`src/rtl/arb_pkg.sv`:
```
package arb_pkg;

    localparam int ID_W       = 10;
    localparam int PRIO_W     = 8;
    localparam int RUN_W      = PRIO_W + 1;
    localparam int BANKED_IDS = 32;

    localparam logic [ID_W-1:0]   NONE_ID   = 10'd1023;
    localparam logic [RUN_W-1:0]  IDLE_RUN  = 9'h100;
    localparam logic [PRIO_W-1:0] MASK_INIT = 8'hF0;

    // Best candidate found while scanning one CPU's sources
    typedef struct packed {
        logic [RUN_W-1:0] prio;
        logic [ID_W-1:0]  id;
    } cand_t;

    // Result presented for one CPU
    typedef struct packed {
        logic            req;
        logic [ID_W-1:0] id;
    } cpu_out_t;

    function automatic logic [RUN_W-1:0] widen(input logic [PRIO_W-1:0] p);
        return {1'b0, p};
    endfunction

    // Apply the mask and running-priority limits to a scan result
    function automatic cpu_out_t resolve(input cand_t best,
                                         input logic [PRIO_W-1:0] mask,
                                         input logic [RUN_W-1:0] run,
                                         input logic gate_on);
        cpu_out_t r;
        r.req = 1'b0;
        r.id  = NONE_ID;
        if (gate_on && (best.prio <= widen(mask))) begin
            r.id  = best.id;
            r.req = (best.prio < run);
        end
        return r;
    endfunction

endpackage

```
`src/rtl/arb_src_state.sv`:
```
module arb_src_state
    import arb_pkg::*;
#(
    parameter int NUM_SRC = 64,
    parameter int NUM_CPU = 2,
    localparam int PEND_W = NUM_SRC * NUM_CPU
) (
    input  logic              clk,
    input  logic              rst,
    input  logic [NUM_SRC-1:0] en_set_i,
    input  logic [NUM_SRC-1:0] en_clr_i,
    input  logic [PEND_W-1:0]  pend_set_i,
    input  logic [PEND_W-1:0]  pend_clr_i,
    output logic [NUM_SRC-1:0] en_q,
    output logic [PEND_W-1:0]  pend_q
);

    always_ff @(posedge clk) begin
        if (rst) begin
            en_q   <= '0;
            pend_q <= '0;
        end else begin
            en_q   <= (en_q & ~en_clr_i) | en_set_i;
            pend_q <= (pend_q & ~pend_clr_i) | pend_set_i;
        end
    end

    // a set landing with a clear leaves the bit set
    a_r8_en_set_wins: assert property (@(posedge clk) disable iff (rst)
        !rst |=> ((en_q & $past(en_set_i)) == $past(en_set_i)));
    a_r8_pend_set_wins: assert property (@(posedge clk) disable iff (rst)
        !rst |=> ((pend_q & $past(pend_set_i)) == $past(pend_set_i)));
    // a clear without a set removes the bit
    a_r2_pend_clear: assert property (@(posedge clk) disable iff (rst)
        !rst |=> ((pend_q & $past(pend_clr_i & ~pend_set_i)) == '0));

endmodule

```
`src/rtl/arb_prio_store.sv`:
```
module arb_prio_store
    import arb_pkg::*;
#(
    parameter int NUM_SRC = 64,
    parameter int NUM_CPU = 2,
    localparam int CPU_W  = (NUM_CPU > 1) ? $clog2(NUM_CPU) : 1,
    localparam int SH_N   = NUM_SRC - BANKED_IDS,
    localparam int SH_W   = (SH_N > 1) ? $clog2(SH_N) : 1,
    localparam int BK_W   = $clog2(BANKED_IDS),
    localparam int SRC_W  = $clog2(NUM_SRC)
) (
    input  logic              clk,
    input  logic              rst,
    input  logic              prio_we_i,
    input  logic [CPU_W-1:0]  prio_cpu_i,
    input  logic [ID_W-1:0]   prio_id_i,
    input  logic [PRIO_W-1:0] prio_val_i,
    output logic [PRIO_W-1:0] tab_o [NUM_CPU][NUM_SRC]
);

    logic [PRIO_W-1:0] bank_q   [NUM_CPU][BANKED_IDS];
    logic [PRIO_W-1:0] shared_q [SH_N];

    logic hit_bank, hit_shared;
    logic [BK_W-1:0] bk_idx;
    logic [SH_W-1:0] sh_idx;

    always_comb begin
        hit_bank   = prio_we_i && (prio_id_i < ID_W'(BANKED_IDS))
                     && (int'(prio_cpu_i) < NUM_CPU);
        hit_shared = prio_we_i && (prio_id_i >= ID_W'(BANKED_IDS))
                     && (prio_id_i < ID_W'(NUM_SRC));
        bk_idx     = prio_id_i[BK_W-1:0];
        sh_idx     = SH_W'(prio_id_i - ID_W'(BANKED_IDS));
    end

    always_ff @(posedge clk) begin
        if (rst) begin
            for (int c = 0; c < NUM_CPU; c++)
                for (int i = 0; i < BANKED_IDS; i++)
                    bank_q[c][i] <= '0;
            for (int j = 0; j < SH_N; j++)
                shared_q[j] <= '0;
        end else begin
            if (hit_bank)
                bank_q[prio_cpu_i][bk_idx] <= prio_val_i;
            if (hit_shared)
                shared_q[sh_idx] <= prio_val_i;
        end
    end

    // Per-CPU view: banked entries for low IDs, shared entries above
    for (genvar c = 0; c < NUM_CPU; c++) begin : g_cpu
        for (genvar i = 0; i < NUM_SRC; i++) begin : g_src
            if (i < BANKED_IDS) begin : g_bank
                assign tab_o[c][i] = bank_q[c][i];
            end else begin : g_shared
                assign tab_o[c][i] = shared_q[i - BANKED_IDS];
            end
        end
    end

    // banked write lands in the addressed CPU's view
    a_r4_bank_write: assert property (@(posedge clk) disable iff (rst)
        hit_bank |=> tab_o[$past(prio_cpu_i)][$past(prio_id_i[SRC_W-1:0])]
                     == $past(prio_val_i));
    // shared write is seen by first and last CPU
    a_r4_shared_write: assert property (@(posedge clk) disable iff (rst)
        hit_shared |=>
            (tab_o[0][$past(prio_id_i[SRC_W-1:0])] == $past(prio_val_i)) &&
            (tab_o[NUM_CPU-1][$past(prio_id_i[SRC_W-1:0])] == $past(prio_val_i)));

endmodule

```
`src/rtl/arb_picker.sv`:
```
module arb_picker
    import arb_pkg::*;
#(
    parameter int NUM_SRC = 64,
    localparam int SRC_W  = $clog2(NUM_SRC)
) (
    input  logic              clk,
    input  logic              rst,
    input  logic [NUM_SRC-1:0] en_i,
    input  logic [NUM_SRC-1:0] pend_i,
    input  logic [PRIO_W-1:0] prio_i [NUM_SRC],
    input  logic [PRIO_W-1:0] mask_i,
    input  logic [RUN_W-1:0]  run_i,
    input  logic              on_i,
    output cpu_out_t          res_o
);

    cand_t best;

    // Ascending scan with strict compare: lowest ID keeps a tie
    always_comb begin
        best.prio = IDLE_RUN;
        best.id   = NONE_ID;
        for (int i = 0; i < NUM_SRC; i++) begin
            if (en_i[i] && pend_i[i] && (widen(prio_i[i]) < best.prio)) begin
                best.prio = widen(prio_i[i]);
                best.id   = ID_W'(i);
            end
        end
        res_o = resolve(best, mask_i, run_i, on_i);
    end

    // a reported winner is enabled and pending
    a_r2_winner_live: assert property (@(posedge clk) disable iff (rst)
        (res_o.id != NONE_ID) |->
            (en_i[res_o.id[SRC_W-1:0]] && pend_i[res_o.id[SRC_W-1:0]]));
    // a reported winner sits within the mask
    a_r5_within_mask: assert property (@(posedge clk) disable iff (rst)
        (res_o.id != NONE_ID) |-> (prio_i[res_o.id[SRC_W-1:0]] <= mask_i));
    // a request beats the running priority
    a_r6_beats_run: assert property (@(posedge clk) disable iff (rst)
        res_o.req |-> (widen(prio_i[res_o.id[SRC_W-1:0]]) < run_i));

endmodule

```
`src/rtl/irq_prio_arbiter.sv`:
```
module irq_prio_arbiter
    import arb_pkg::*;
#(
    parameter int NUM_SRC = 64,
    parameter int NUM_CPU = 2,
    localparam int CPU_W  = (NUM_CPU > 1) ? $clog2(NUM_CPU) : 1,
    localparam int PEND_W = NUM_SRC * NUM_CPU
) (
    input  logic                    clk,
    input  logic                    rst,
    input  logic                    dist_en_i,
    input  logic [NUM_CPU-1:0]      cpu_en_i,
    input  logic [NUM_SRC-1:0]      en_set_i,
    input  logic [NUM_SRC-1:0]      en_clr_i,
    input  logic [PEND_W-1:0]       pend_set_i,
    input  logic [PEND_W-1:0]       pend_clr_i,
    input  logic                    prio_we_i,
    input  logic [CPU_W-1:0]        prio_cpu_i,
    input  logic [ID_W-1:0]         prio_id_i,
    input  logic [PRIO_W-1:0]       prio_val_i,
    input  logic [NUM_CPU-1:0]      mask_we_i,
    input  logic [PRIO_W-1:0]       mask_val_i,
    input  logic [NUM_CPU-1:0]      run_we_i,
    input  logic [RUN_W-1:0]        run_val_i,
    output logic [NUM_CPU-1:0]      irq_o,
    output logic [NUM_CPU*ID_W-1:0] hp_id_o
);

    logic [NUM_SRC-1:0] en_q;
    logic [PEND_W-1:0]  pend_q;
    logic [PRIO_W-1:0]  prio_tab [NUM_CPU][NUM_SRC];
    logic [PRIO_W-1:0]  mask_q   [NUM_CPU];
    logic [RUN_W-1:0]   run_q    [NUM_CPU];
    logic               dist_q;
    logic [NUM_CPU-1:0] cpu_en_q;
    cpu_out_t           pick     [NUM_CPU];
    cpu_out_t           out_q    [NUM_CPU];

    arb_src_state #(.NUM_SRC(NUM_SRC), .NUM_CPU(NUM_CPU)) u_state (
        .clk        (clk),
        .rst        (rst),
        .en_set_i   (en_set_i),
        .en_clr_i   (en_clr_i),
        .pend_set_i (pend_set_i),
        .pend_clr_i (pend_clr_i),
        .en_q       (en_q),
        .pend_q     (pend_q)
    );

    arb_prio_store #(.NUM_SRC(NUM_SRC), .NUM_CPU(NUM_CPU)) u_prio (
        .clk        (clk),
        .rst        (rst),
        .prio_we_i  (prio_we_i),
        .prio_cpu_i (prio_cpu_i),
        .prio_id_i  (prio_id_i),
        .prio_val_i (prio_val_i),
        .tab_o      (prio_tab)
    );

    always_ff @(posedge clk) begin
        if (rst) begin
            dist_q   <= 1'b0;
            cpu_en_q <= '0;
        end else begin
            dist_q   <= dist_en_i;
            cpu_en_q <= cpu_en_i;
        end
    end

    for (genvar c = 0; c < NUM_CPU; c++) begin : g_cpu
        always_ff @(posedge clk) begin
            if (rst) begin
                mask_q[c] <= MASK_INIT;
                run_q[c]  <= IDLE_RUN;
                out_q[c]  <= '{req: 1'b0, id: NONE_ID};
            end else begin
                if (mask_we_i[c]) mask_q[c] <= mask_val_i;
                if (run_we_i[c])  run_q[c]  <= run_val_i;
                out_q[c] <= pick[c];
            end
        end

        arb_picker #(.NUM_SRC(NUM_SRC)) u_pick (
            .clk    (clk),
            .rst    (rst),
            .en_i   (en_q),
            .pend_i (pend_q[c*NUM_SRC +: NUM_SRC]),
            .prio_i (prio_tab[c]),
            .mask_i (mask_q[c]),
            .run_i  (run_q[c]),
            .on_i   (dist_q && cpu_en_q[c]),
            .res_o  (pick[c])
        );

        assign irq_o[c]                 = out_q[c].req;
        assign hp_id_o[c*ID_W +: ID_W]  = out_q[c].id;

        // limits and outputs come out of reset at their idle values
        a_r1_reset_state: assert property (@(posedge clk) disable iff (rst)
            $past(rst) |-> (mask_q[c] == MASK_INIT) && (run_q[c] == IDLE_RUN)
                           && !irq_o[c] && (hp_id_o[c*ID_W +: ID_W] == NONE_ID));
        // a closed gate yields no request and no pending ID
        a_r7_gate_closed: assert property (@(posedge clk) disable iff (rst)
            (!dist_q || !cpu_en_q[c]) |=>
                (!irq_o[c] && (hp_id_o[c*ID_W +: ID_W] == NONE_ID)));
        // a request always comes with a reported ID
        a_r6_req_has_id: assert property (@(posedge clk) disable iff (rst)
            irq_o[c] |-> (hp_id_o[c*ID_W +: ID_W] != NONE_ID));
        // outputs follow the picker one cycle later
        a_r9_one_cycle: assert property (@(posedge clk) disable iff (rst)
            !rst |=> (out_q[c] == $past(pick[c])));
    end

endmodule

```
`config.mk`:
```
export PLATFORM = sky130hd
export DESIGN_NAME = irq_prio_arbiter
export DESIGN_NICKNAME = d
export VERILOG_FILES = /design/src/rtl/arb_pkg.sv /design/src/rtl/arb_src_state.sv /design/src/rtl/arb_prio_store.sv /design/src/rtl/arb_picker.sv /design/src/rtl/irq_prio_arbiter.sv
export SDC_FILE = /design/constraint.sdc
export NUM_CORES = 2
export LEC_CHECK = 0
export BUFFER_PORTS_ARGS = -buffer_cell sky130_fd_sc_hd__buf_2
export CORE_ASPECT_RATIO = 0.9
export CORE_UTILIZATION = 25
export CTS_CLUSTER_DIAMETER = 40
export DETAILED_ROUTE_END_ITERATION = 10
export HOLD_SLACK_MARGIN = 0.06
export PLACE_DENSITY_LB_ADDON = 0.1
export SLEW_MARGIN = 0
export SYNTH_ARGS = -nofsm -noshare
export SYNTH_HDL_FRONTEND = slang
export SYNTH_SLANG_ARGS = --single-unit
```
`constraint.sdc`:
```
create_clock -name clk -period 157.9 [get_ports clk]
set_input_delay 7.895 -clock clk [delete_from_list [all_inputs] [get_ports clk]]
set_output_delay 7.895 -clock clk [all_outputs]
set_load 0.01 [all_outputs]
```
==> flow_summary.toml <==
[grt]
track_usage = 0.1804
global_route.overflow_total = 0
grt_start_max_net_pins = 60
antenna_found_initial = 20
grt_pass1_vias = 69240
grt_pass1_wl_um = 448600

[clock_tree]
cts_resized = 0
cts_htree_levels = 4
cts_buffer_depth = 4
cts_tree = "built"
clk_latency_ns = 0.90
cts_buffers = 212
postCtsSetupBuffers = 0
cts_sinks = 1013
clockRootBuffer = "clkbuf_16"
ctsHoldBuffers = 0
clkTransAtPathRegs_ns = 0.05

[yosys]
synth_compound_area_frac = 0.2262
synth_edf_count = 802
syn_nets = 10270
synthArstFlopShare = 0
synth.avg_cell_area_sq_um = 8.984
synth_cell_types = 183
synth.area.top_cells = "edfxtp_1, ha_1, dfxtp_1"
synth.largest_area_cell = "edfxtp_1"
seq_area_frac_synth = 0.3484
synth_common_cells = "inv_1, edfxtp_1, ha_1, nor2_1, nand2_1"
synthFlopType = "edfxtp_1"
synthMuxAreaShare = 0.05703
synth_warnings = 0
synthSimpleGateAreaFrac = 0.1843
yosysTopAreaCellShare = 0.2964
synth-seq-cells = 1013
netlist_area_sq_um = 81240
synth_adder_area_share = 0.1251
synth_xor_area_frac = 0
synth_top_family_by_area = "compound AO/OA/AOI/OAI gates"
netlist_instances = 9043
synth.most_common_cell = "inv_1"

[routing]
top_layer_used = "met4"
drc_errors = 0
wl_per_cell_um = 21.88
drt-total-wl_um = 306200
avgViaCountPerCell = 4.988
drt-met1-wl_um = 147300
met3RoutedLength_um = 10720
wl_met2_um = 141500
postRouteAntennaNets = 0
drtIter0Drc = 4557
route.vias.total = 69810
first_pass_iters = 5

[placed_design]
hpwl_um = 240500
place.gp.congestion = 0.8748
portBuffers = 451

[flow_run]
cap_viol_max_count = 0

[timing]
maxSlewViolCount = 0
setup_tns_ns = 0
period_share = 0.9199
min_period_ns = 145.25
hold_viol = 0
clock.fmax_mhz = 6.884
worst_clock_skew_ns = 0.08084
setup_viol = 0
rsz0062_at_grt = "no"
tightest_slew_ns = 1.357
slew_headroom = 0.08936

[critical_path]
criticalPathCategory = "flop to flop"
required_ns = 158.56
r2r_slack_ns = 12.65
cp_common_cell = "a21o_1"
crit_fanout = 24
cp.arrival_ns = 145.91
slowest_delay_ns = 1.07
worstSetupStartpointType = "flop"
crit_path_end_kind = "flop"
crit_slowest_cell = "o21ai_1"

[final_layout]
layout.nets = 10730
seqCellArea_sq_um = 28310
synthToLayoutAreaGrowth_pct = 17.16
fillers = 34040
multi_input_area_sq_um = 48180
layout-drive-gt1-share = 0.1528

[floorplanning]
rows = 198
die_h_um = 542.8
die_w_um = 602.9
coreArea_sq_um = 323300
ios = 452
initial_core_util = 0.2513
die-area_sq_um = 327300

[worst_hold_path]
hp-class = "flop to flop"

[status]
status = "completed"
==> sequential cells by signal, summed over array words and instances, names as in the netlist <==
| register | flops |
|---|---|
| cpu_en_q | 2 |
| out_q | 16 |
| u_state.en_q | 64 |
| u_state.pend_q | 128 |
| mask_q | 16 |
| u_prio.shared_q | 256 |
| u_prio.bank_q | 512 |
| run_q | 18 |
| dist_q | 1 |
==> through the flow <==
stage          cell area [sq um]  utilization  setup slack (ns)  hold WS, ns  instances
3_5_place_dp               87790       0.2716             13.36       0.4763      13590
6_report                   95180       0.2944             12.65       0.4827      14000
3_3_place_gp               87790       0.2716             13.85       0.4653      13590
2_1_floorplan              81240            -             38.23       0.4428       9043
5_1_grt                    95160       0.2943           0.06712       0.5178      13990
4_1_cts                    95140       0.2943             12.74       0.4873      13980
==> metal layers <==
metal  vias up  GRT usage
li1      34100          -
met1     33830     0.2479
met2      1524     0.3035
met3       352    0.01752
met4         0    0.04210
met5         -          0
==> cell families after synthesis <==
group           after synthesis
compound gates             2688
fa+ha+maj                   816
buf+inv                    1101
flops                      1013
mux                         433
simple gates               2992
==> placed cells by master (no fill, tap or decap), types with 21 or more instances in the layout <==
cell type,n
nor2b_1,47
and2_2,27
o31ai_1,46
a21boi_0,69
mux2i_1,256
nor2_1,788
o21ai_1,34
buf_2,442
and3_1,33
buf_4,80
a31oi_1,65
nand3_1,117
o21bai_1,45
or3_1,38
and2_1,579
bufinv_16,26
a21oi_1,771
o211ai_1,127
nor3_1,96
clkinvlp_4,29
o21ai_0,508
clkbuf_16,217
o211a_1,44
a211o_1,22
inv_1,817
a221oi_1,22
ha_1,794
nand2_1,780
a211oi_1,66
nand4_1,125
dfxtp_1,211
clkinv_4,21
o21a_1,65
inv_6,31
nand2b_1,69
a21o_1,299
edfxtp_1,802
mux2_2,145
or2_2,111
a2111oi_0,28
==> cell type report <==
cell class / count / share of cell area
Multi-Input combinational cell: 6929 / 0.5062
Sequential cell: 1013 / 0.2974
Clock buffer: 237 / 0.05815
Tap cell: 4300 / 0.05652
Inverter: 826 / 0.03259
Timing Repair Buffer: 523 / 0.02971
Clock inverter: 154 / 0.01906
Antenna cell: 14 / 0.0003681
==> critical path: cells and delay by family, from the launching register on <==
family          cells  cell delay, ns
simple gates      138           25.84
fa+ha+maj          65           19.77
flops               1            0.46
compound gates    362           84.45
mux                31           10.07
buf+inv            35            4.20
==> final timing paths <==
kind,cells past startpoint,endpoint,startpoint
max,631,out_q[0][5],u_state.en_q[0]
min,2,u_state.pend_q[88],u_state.pend_q[88]
max reg2reg,631,out_q[0][5],u_state.en_q[0]
min reg2reg,2,u_state.pend_q[88],u_state.pend_q[88]
Power is left out: the tool's default activity adds up to more than one toggle a clock period on the data nets, which glitch-free logic cannot reach.
